File: src/rtl/frfcfs_bank_sched.sv
module frfcfs_bank_sched #(
  parameter int NBANK = 4,
  parameter int DEPTH = 4,
  parameter int ROW_W = 8,
  localparam int BW = $clog2(NBANK),
  localparam int IW = $clog2(DEPTH),
  localparam int CW = $clog2(DEPTH + 1)
) (
  input  logic                   clk,
  input  logic                   rst_n,
  input  logic                   enq_valid,
  input  logic [BW-1:0]          enq_bank,
  input  logic [ROW_W-1:0]       enq_row,
  input  logic                   enq_write,
  output logic                   enq_ready,
  input  logic [NBANK-1:0]       open_valid,
  input  logic [NBANK*ROW_W-1:0] open_row,
  input  logic                   adaptive_en,
  input  logic                   static_open,
  input  logic                   sel_valid,
  input  logic [BW-1:0]          sel_bank,
  output logic                   out_valid,
  output logic [ROW_W-1:0]       out_row,
  output logic                   out_write,
  output logic                   out_keep_open,
  output logic [NBANK-1:0]       bank_nonempty
);

  logic [ROW_W-1:0] q_row [NBANK][DEPTH];
  logic             q_wr  [NBANK][DEPTH];
  logic [CW-1:0]    q_cnt [NBANK];

  logic [ROW_W-1:0] cur_open;
  logic             hit_found;
  logic [IW-1:0]    pick;
  logic [CW-1:0]    same_cnt;
  logic             enq_fire;
  logic             deq_b [NBANK];
  logic             enq_b [NBANK];
  logic [IW-1:0]    slot_b [NBANK];

  assign cur_open  = open_row[sel_bank*ROW_W +: ROW_W];
  assign enq_ready = q_cnt[enq_bank] < CW'(DEPTH);
  assign enq_fire  = enq_valid && enq_ready;
  assign out_valid = sel_valid && bank_nonempty[sel_bank];
  assign out_row   = q_row[sel_bank][pick];
  assign out_write = q_wr[sel_bank][pick];
  assign out_keep_open = adaptive_en ? (same_cnt > CW'(1)) : static_open;

  for (genvar b = 0; b < NBANK; b++) begin : g_flag
    assign bank_nonempty[b] = q_cnt[b] != '0;
  end

  always_comb begin
    hit_found = 1'b0;
    pick = '0;
    for (int i = 0; i < DEPTH; i++)
      if (!hit_found && i < int'(q_cnt[sel_bank]) && open_valid[sel_bank]
          && q_row[sel_bank][i] == cur_open) begin
        hit_found = 1'b1;
        pick = IW'(i);
      end
  end

  always_comb begin
    same_cnt = '0;
    for (int i = 0; i < DEPTH; i++)
      if (i < int'(q_cnt[sel_bank]) && q_row[sel_bank][i] == out_row)
        same_cnt = same_cnt + CW'(1);
  end

  always_comb begin
    for (int b = 0; b < NBANK; b++) begin
      deq_b[b]  = out_valid && sel_bank == BW'(b);
      enq_b[b]  = enq_fire && enq_bank == BW'(b);
      slot_b[b] = deq_b[b] ? IW'(q_cnt[b] - CW'(1)) : IW'(q_cnt[b]);
    end
  end

  always_ff @(posedge clk) begin
    if (!rst_n) begin
      for (int b = 0; b < NBANK; b++) q_cnt[b] <= '0;
    end else begin
      for (int b = 0; b < NBANK; b++) begin
        if (deq_b[b])
          for (int i = 0; i < DEPTH - 1; i++)
            if (i >= int'(pick)) begin
              q_row[b][i] <= q_row[b][i+1];
              q_wr[b][i]  <= q_wr[b][i+1];
            end
        if (enq_b[b]) begin
          q_row[b][slot_b[b]] <= enq_row;
          q_wr[b][slot_b[b]]  <= enq_write;
        end
        q_cnt[b] <= q_cnt[b] + CW'(enq_b[b]) - CW'(deq_b[b]);
      end
    end
  end

  AST_NO_OVERFLOW: assert property (@(posedge clk) disable iff (!rst_n)
    enq_fire |=> q_cnt[$past(enq_bank)] <= CW'(DEPTH));
  AST_ENQ_GROWS: assert property (@(posedge clk) disable iff (!rst_n)
    enq_fire && !(out_valid && sel_bank == enq_bank)
    |=> q_cnt[$past(enq_bank)] == $past(q_cnt[enq_bank]) + CW'(1));
  AST_HIT_FIRST: assert property (@(posedge clk) disable iff (!rst_n)
    out_valid && hit_found |-> out_row == cur_open);
  AST_LONE_ROW_CLOSES: assert property (@(posedge clk) disable iff (!rst_n)
    out_valid && adaptive_en && q_cnt[sel_bank] == CW'(1) |-> !out_keep_open);
  AST_DEQ_SHRINKS: assert property (@(posedge clk) disable iff (!rst_n)
    out_valid && !(enq_fire && enq_bank == sel_bank)
    |=> q_cnt[$past(sel_bank)] == $past(q_cnt[sel_bank]) - CW'(1));
  AST_EMPTY_NO_OUT: assert property (@(posedge clk) disable iff (!rst_n)
    sel_valid && q_cnt[sel_bank] == '0 |-> !out_valid);

endmodule

File: config.mk
export PLATFORM = sky130hd
export DESIGN_NAME = frfcfs_bank_sched
export DESIGN_NICKNAME = d
export VERILOG_FILES = /design/src/rtl/frfcfs_bank_sched.sv
export SDC_FILE = /design/constraint.sdc
export NUM_CORES = 1
export LEC_CHECK = 0
export CAP_MARGIN = 20
export CORE_AREA = 2 2 129 131
export DETAILED_ROUTE_END_ITERATION = 10
export DIE_AREA = 0 0 131 133
export MAX_ROUTING_LAYER = met4
export PLACE_DENSITY = 0.81
export SLEW_MARGIN = 20
export SYNTH_ARGS = -nofsm -noshare
export SYNTH_HDL_FRONTEND = slang
export SYNTH_SLANG_ARGS = --single-unit
File: constraint.sdc
create_clock -name clk -period 11.54 [get_ports clk]
set_input_delay 2.885 -clock clk [delete_from_list [all_inputs] [get_ports clk]]
set_output_delay 2.885 -clock clk [all_outputs]
set_load 0.02 [all_outputs]
# --- Yosys cells after proc, flatten, opt, wreduce, memory -nomap -nowiden ---
# Memories as Yosys holds them, arrays and structs flattened.
# Index checks and enable logic that the tools add are counted.
classes:
  mux: 210
  bitwise_logic: 117
  reduce_logical: 38
  n_addsub: 15
  shift: 1
  n_lt_le_gt_ge: 19
  eq_ne: 14
op_table:
  columns: ["op", "n"]
  rows:
  - ["2-to-1 mux 1 bit", 171]
  - ["2-to-1 mux 32 bit", 4]
  - ["OR 1 bit", 112]
  - ["demux 8 bit (select 2 bit)", 4]
  - ["equality test 8 bit", 8]
  - ["2-to-1 mux 8 bit", 6]
  - ["variable part select 32 x 6 -> 8 bit", 1]
  - ["logical AND 1 bit", 29]
  - ["2-to-1 mux 3 bit", 7]
  - ["binary-select mux 8 bit (select 2 bit)", 1]
  - ["2-to-1 mux 4 bit", 4]
  - ["greater-or-equal comparator 3 bit, second input constant", 5]
  - ["inverter 2 -> 3 bit", 5]
  - ["adder 3 x 1 -> 3 bit", 4]
  - ["less-than comparator 3 x 1 -> 1 bit, second input constant", 4]
  - ["2-to-1 mux 2 bit", 6]
  - ["nonzero test 3 bit", 4]
  - ["subtractor 3 x 1 -> 3 bit", 4]
  - ["adder 3 x 1 -> 3 bit, second input constant", 3]
  - ["demux 1 bit (select 2 bit)", 4]
  - ["equality test 2 bit, second input constant", 4]
  - ["subtractor 2 x 1 -> 2 bit, second input constant", 4]
  - ["binary-select mux 1 bit (select 2 bit)", 3]
  - ["less-than comparator 1 x 3 -> 1 bit, first input constant", 2]
  - ["9 further kinds", 15]
totals:
  wordCells: 417
  in_bits: 55
  memories: 3
  ram_bits: 156
  regBits: 0
memory_table:
  columns: ["name", "words", "word_bits", "rd", "rd_clocked_by_memory_dff", "wr", "line_no", "rtl"]
  rows:
  - ["q_row", 4, 32, 5, 0, 4, "29", "logic [ROW_W-1:0] q_row [NBANK][DEPTH];"]
  - ["q_wr", 4, 4, 5, 0, 4, "30", "logic q_wr [NBANK][DEPTH];"]
  - ["q_cnt", 4, 3, 6, 0, 4, "31", "logic [CW-1:0] q_cnt [NBANK];"]

# --- Longest topological paths before layout ---
depth:
  word_depth: 35
  mapped_depth: 21
  depth_no_buf: 18

# --- Worst setup path before layout ---
# Ideal clock, no wire load.
synth_path:
  kind: "input -> output"
  startpoint: "input sel_bank[1]"
  endpoint: "output out_keep_open"
  arrival_ns: 7.296
  cell_stages: 16
  path_slack_ns: 1.359
  n_path_buf: 3
  cell_sequence: "buf_2 clkbuf_1 mux4_2 xnor2_1 nand4_1 or4_1 buf_2 nand2_1 mux2i_1 xnor2_1 nand4_1 or4_1 ha_1 o21ai_0 ha_1 o31a_1"
synth_via:
  elab_chain_cells: 35
  word_cells_on_any_way: 54
  classes_between: "add/sub (3); order compare (5); eq/ne (8); shift (1); mux (16); bitwise (1); reduce/logical (18); memory (2)"
synth_rtl:
  columns: ["element", "line_no", "rtl"]
  rows:
  - ["start, declared", "21", "input logic [BW-1:0] sel_bank,"]
  - ["parallel branches: the longest is 21 deep, another holds variable part select 32 x 6 -> 8 bit", null, null]
  - ["binary-select mux 8 bit (select 2 bit) *", "46", "assign out_row = q_row[sel_bank][pick];"]
  - ["2-to-1 mux 8 bit (not written as such) * (2 in series)", "46", null]
  - ["named net out_row[1]", "23", "output logic [ROW_W-1:0] out_row,"]
  - ["equality test 8 bit", "68", "if (i < int'(q_cnt[sel_bank]) && q_row[sel_bank][i] == out_row)"]
  - ["logical AND 1 bit", "68", null]
  - ["2-to-1 mux 1 bit", "68", null]
  - ["adder 3 x 1 -> 3 bit", "69", "same_cnt = same_cnt + CW'(1);"]
  - ["2-to-1 mux 3 bit", "68", null]
  - ["adder 3 x 1 -> 3 bit", "69", null]
  - ["2-to-1 mux 3 bit", "68", null]
  - ["adder 3 x 1 -> 3 bit", "69", null]
  - ["2-to-1 mux 3 bit *", "68", null]
  - ["> comparator 3 x 1 -> 1 bit *", "48", "assign out_keep_open = adaptive_en ? (same_cnt > CW'(1)) : static_open;"]
  - ["2-to-1 mux 1 bit *", "48", null]
  - ["end, declared", "25", "output logic out_keep_open,"]
# Mark *: on every way through the listed nets, which the timed path passes. The select of a mux whose other input is x is not followed.

# --- Final worst setup path ---
layout_path:
  startpoint: "input sel_bank[0]"
  endpoint: "output out_keep_open"
layout_via:
  elab_chain_cells: 35
  word_cells_on_any_way: 54
  classes_between: "add/sub (3); order compare (5); eq/ne (8); shift (1); mux (16); bitwise (1); reduce/logical (18); memory (2)"
layout_rtl:
  columns: ["element", "line_no"]
  rows:
  - ["parallel branches: the longest is 32 deep, another holds variable part select 32 x 6 -> 8 bit", null]
  - ["2-to-1 mux 3 bit *", "68"]
  - ["> comparator 3 x 1 -> 1 bit *", "48"]
  - ["2-to-1 mux 1 bit *", "48"]
# Mark *: on every way between the ends. The select of a mux whose other input is x is not followed.

==> summary.md <==
| Metric | Value |
|---|---|
| Area Growth Syn to Fin | 17.4% |
| Antenna viol nets, final | 0 |
| CTS tree | done |
| Worst EP required | 8.66 ns |
| Final Util | 69.0% |
| Critical path peak fanout | 26 |
| Drt first-iter violations | 634 |
| Total Power | 1.53 mW |
| Root Buffer | clkbuf_16 |
| Maximum level of the CTS H-tree | 4 |
| GP Congestion | 0.958 |
| Pins Over Slew Limit | 0 |
| Final hold slack | 0.580 ns |
| Min-Delay Path Class | flip-flop to flip-flop |
| Predominant post-synthesis flop cell | edfxtp_1 |
| Initial antenna violation count | 0 |
| Ant. Diodes | 0 |
| Final TNS setup | 0 ns |
| IO Port Bufs | 70 |
| Total global routing overflow | 0 |
| Final Setup Violations | 0 |
| Row Count | 47 |
| TritonCTS Sinks | 156 |
| Total GRT Usage | 33.7% |
| Synth Cell Area | 9500 um^2 |
| FFs w/ async S/R, synth | 0% |
| Initial DRT Pass Iterations | 5 |
| Max_cap viols | 0 |
| Synthesis warning total | 0 |
| Layout cells sized above 1 | 30.5% |
| Vias in the first global route | 6732 |
| Layout Skew | 0.0103 ns |
| First-pass GRT wire length | 40.4 mm |
| CTS max path bufs | 2 |
| Rel. slew slack | 32.0% |
| Starting density of the core | 58.7% |
| Vias/cell | 6.42 |
| Unique masters post-synth | 69 |
| DP HPWL | 19.6 mm |
| Die width | 131 um |
| Cell count after synthesis | 689 |
| Fmax | 90.4 MHz |
| # IOs | 71 |
| Sequential area share after synthesis | 48.1% |
| Power per cell area | 137 nW/um^2 |
| Critical path startpoint category | input port |
| Multi-input logic area | 4700 um^2 |
| RSZ-0062 raised after global routing | no |
| Flops & latches, synth | 156 |
| Final cycle utilization of the critical path | 95.8% |
| Post-synth EDFFs | 144 |
| DR DRC count | 0 |
| Core area | 16200 um^2 |
| CP Capture Type | primary output |
| Die Area | 17400 um^2 |
| Syn nets | 763 |
| Largest net degree at the start of global routing | 40 |
| Status | finished clean |
| Synthesized area per cell | 13.8 um^2 |
| Crit path DAT | 8.17 ns |
| Clock Latency Late Sink | 0.42 ns |
| Final Hold Fails | 0 |
| Total Wirelength | 27.1 mm |
| Worst VDD drop | 0.155 mV |
| Via count | 6467 |
| Routed len/inst | 26.9 um |
| CP Class | input port to primary output |
| CTS Buf Count | 17 |
| Total setup buffers inserted after CTS | 0 |
| FILL cells | 1123 |
| Worst Tran Pin Value | 1.02 ns |
| FF/Latch Area | 4560 um^2 |
| Die Ht | 133 um |
| Pleak | 3.85 nW |
| Reg clk slew, reported paths | 0.06 ns |
| Nets | 848 |
| Final Critical Period | 11.06 ns |
report_power, final:
part / internal, mW / switching [mW]
Combinational: 0.144 / 0.179
Clock: 0.319 / 0.225
Sequential: 0.642 / 0.0182
worst max-delay path, cell delays in order:
cell and delay [ns]:
buf_4 0.25, buf_12 0.27, mux4_2 0.62, xor2_1 0.20
nor4_4 0.35, and3_1 0.31, o211a_2 0.42, mux2i_1 0.32
mux2i_1 0.16, xor2_1 0.17, nor2_1 0.11, nand4_1 0.12
or4_1 0.42, ha_1 0.21, o21ai_0 0.18, ha_1 0.27
o31a_1 0.32, clkdlybuf4s50_1 0.55
placed cells by master (no fill, tap or decap), drive strengths merged, types with 7 or more instances in the layout:
cell           count
and2              11
nor2              28
nor3               9
nand2             23
inv               35
clkbuf            19
nand3             19
ha                15
mux4              49
xnor2             45
buf               27
mux2i             11
and3               7
nand4             11
nor4               7
clkdlybuf4s50     68
mux2             111
nor2b              8
edfxtp           144
dfxtp             12
o21ai             16
xor2              27
a21oi              9
sequential cells by signal (all words and copies together) (netlist names):
signal,flops
q_row,128
q_wr,16
q_cnt,12
cell usage after synthesis, drive strengths merged, types with 6 or more instances:
master	count	area share, %
a21oi	9	0.51
and2	11	0.72
and3	7	0.46
buf	13	0.97
clkbuf	16	0.63
dfxtp	12	2.5
edfxtp	144	46
ha	15	2.0
inv	32	1.3
mux2	111	13
mux2i	11	1.2
mux4	49	12
nand2	23	0.91
nand2b	6	0.40
nand3	19	1.0
nand4	11	0.88
nor2	28	1.2
nor2b	8	0.53
nor3	9	0.53
nor4	7	0.75
o21ai	16	0.84
xnor2	45	4.2
xor2	27	2.5
metrics by stage:
| step | worst slack, ns | instance area (um^2) | cells |
|---|---|---|---|
| after detailed placement | 0.411 | 10600 | 975 |
| final | 0.480 | 11200 | 1007 |
| after CTS | 0.394 | 11100 | 1007 |
| after global routing | 0.0305 | 11200 | 1007 |
| after global placement | 0.502 | 10500 | 972 |
| after floorplan | 1.36 | 9500 | 689 |
layer usage:
| metal | vias up | part of all wire, % | track usage [%] |
|---|---|---|---|
| met5 | - | 0 | - |
| met4 | 0 | 4.8 | 15.7 |
| met3 | 81 | 7.3 | 7.16 |
| met2 | 323 | 49 | 52.8 |
| met1 | 3223 | 39 | 41.8 |
| li1 | 2840 | - | - |
final timing paths:
kind | start | to | slack [ns] | cells past startpoint
max | sel_bank[0] | out_keep_open | 0.48 | 18
min | q_row[3][2] | q_row[3][10] | 0.58 | 1
max reg2reg | q_cnt[2][1] | q_row[1][24] | 7.56 | 11
min reg2reg | q_row[3][2] | q_row[3][10] | 0.58 | 1
repair_timing:
action,in CTS,in global routing
hold buffers,0,0
gates resized for setup,0,1
endpoints found under the hold margin,0,0
setup endpoints to repair,0,1
layout make-up:
class / instances / share of cell area [%]
multi-input combinational: 472 / 42.1
sequential: 156 / 40.9
timing repair buffer: 95 / 8.23
clock buffer: 19 / 3.88
tap: 220 / 2.47
clock inverter: 13 / 1.27
inverter: 32 / 1.08
kinds of logic (layout without fill, tap and decap cells):
family	Yosys count	in the layout	synth area share, %
compound gates	64	64	4.97
xor+xnor	72	72	6.64
fa+ha+maj	19	19	2.82
buf+inv	61	159	2.87
flops	156	156	48.1
mux	171	171	25.9
simple gates	146	146	8.70
Note: power is estimated with default switching activity, not from simulation.
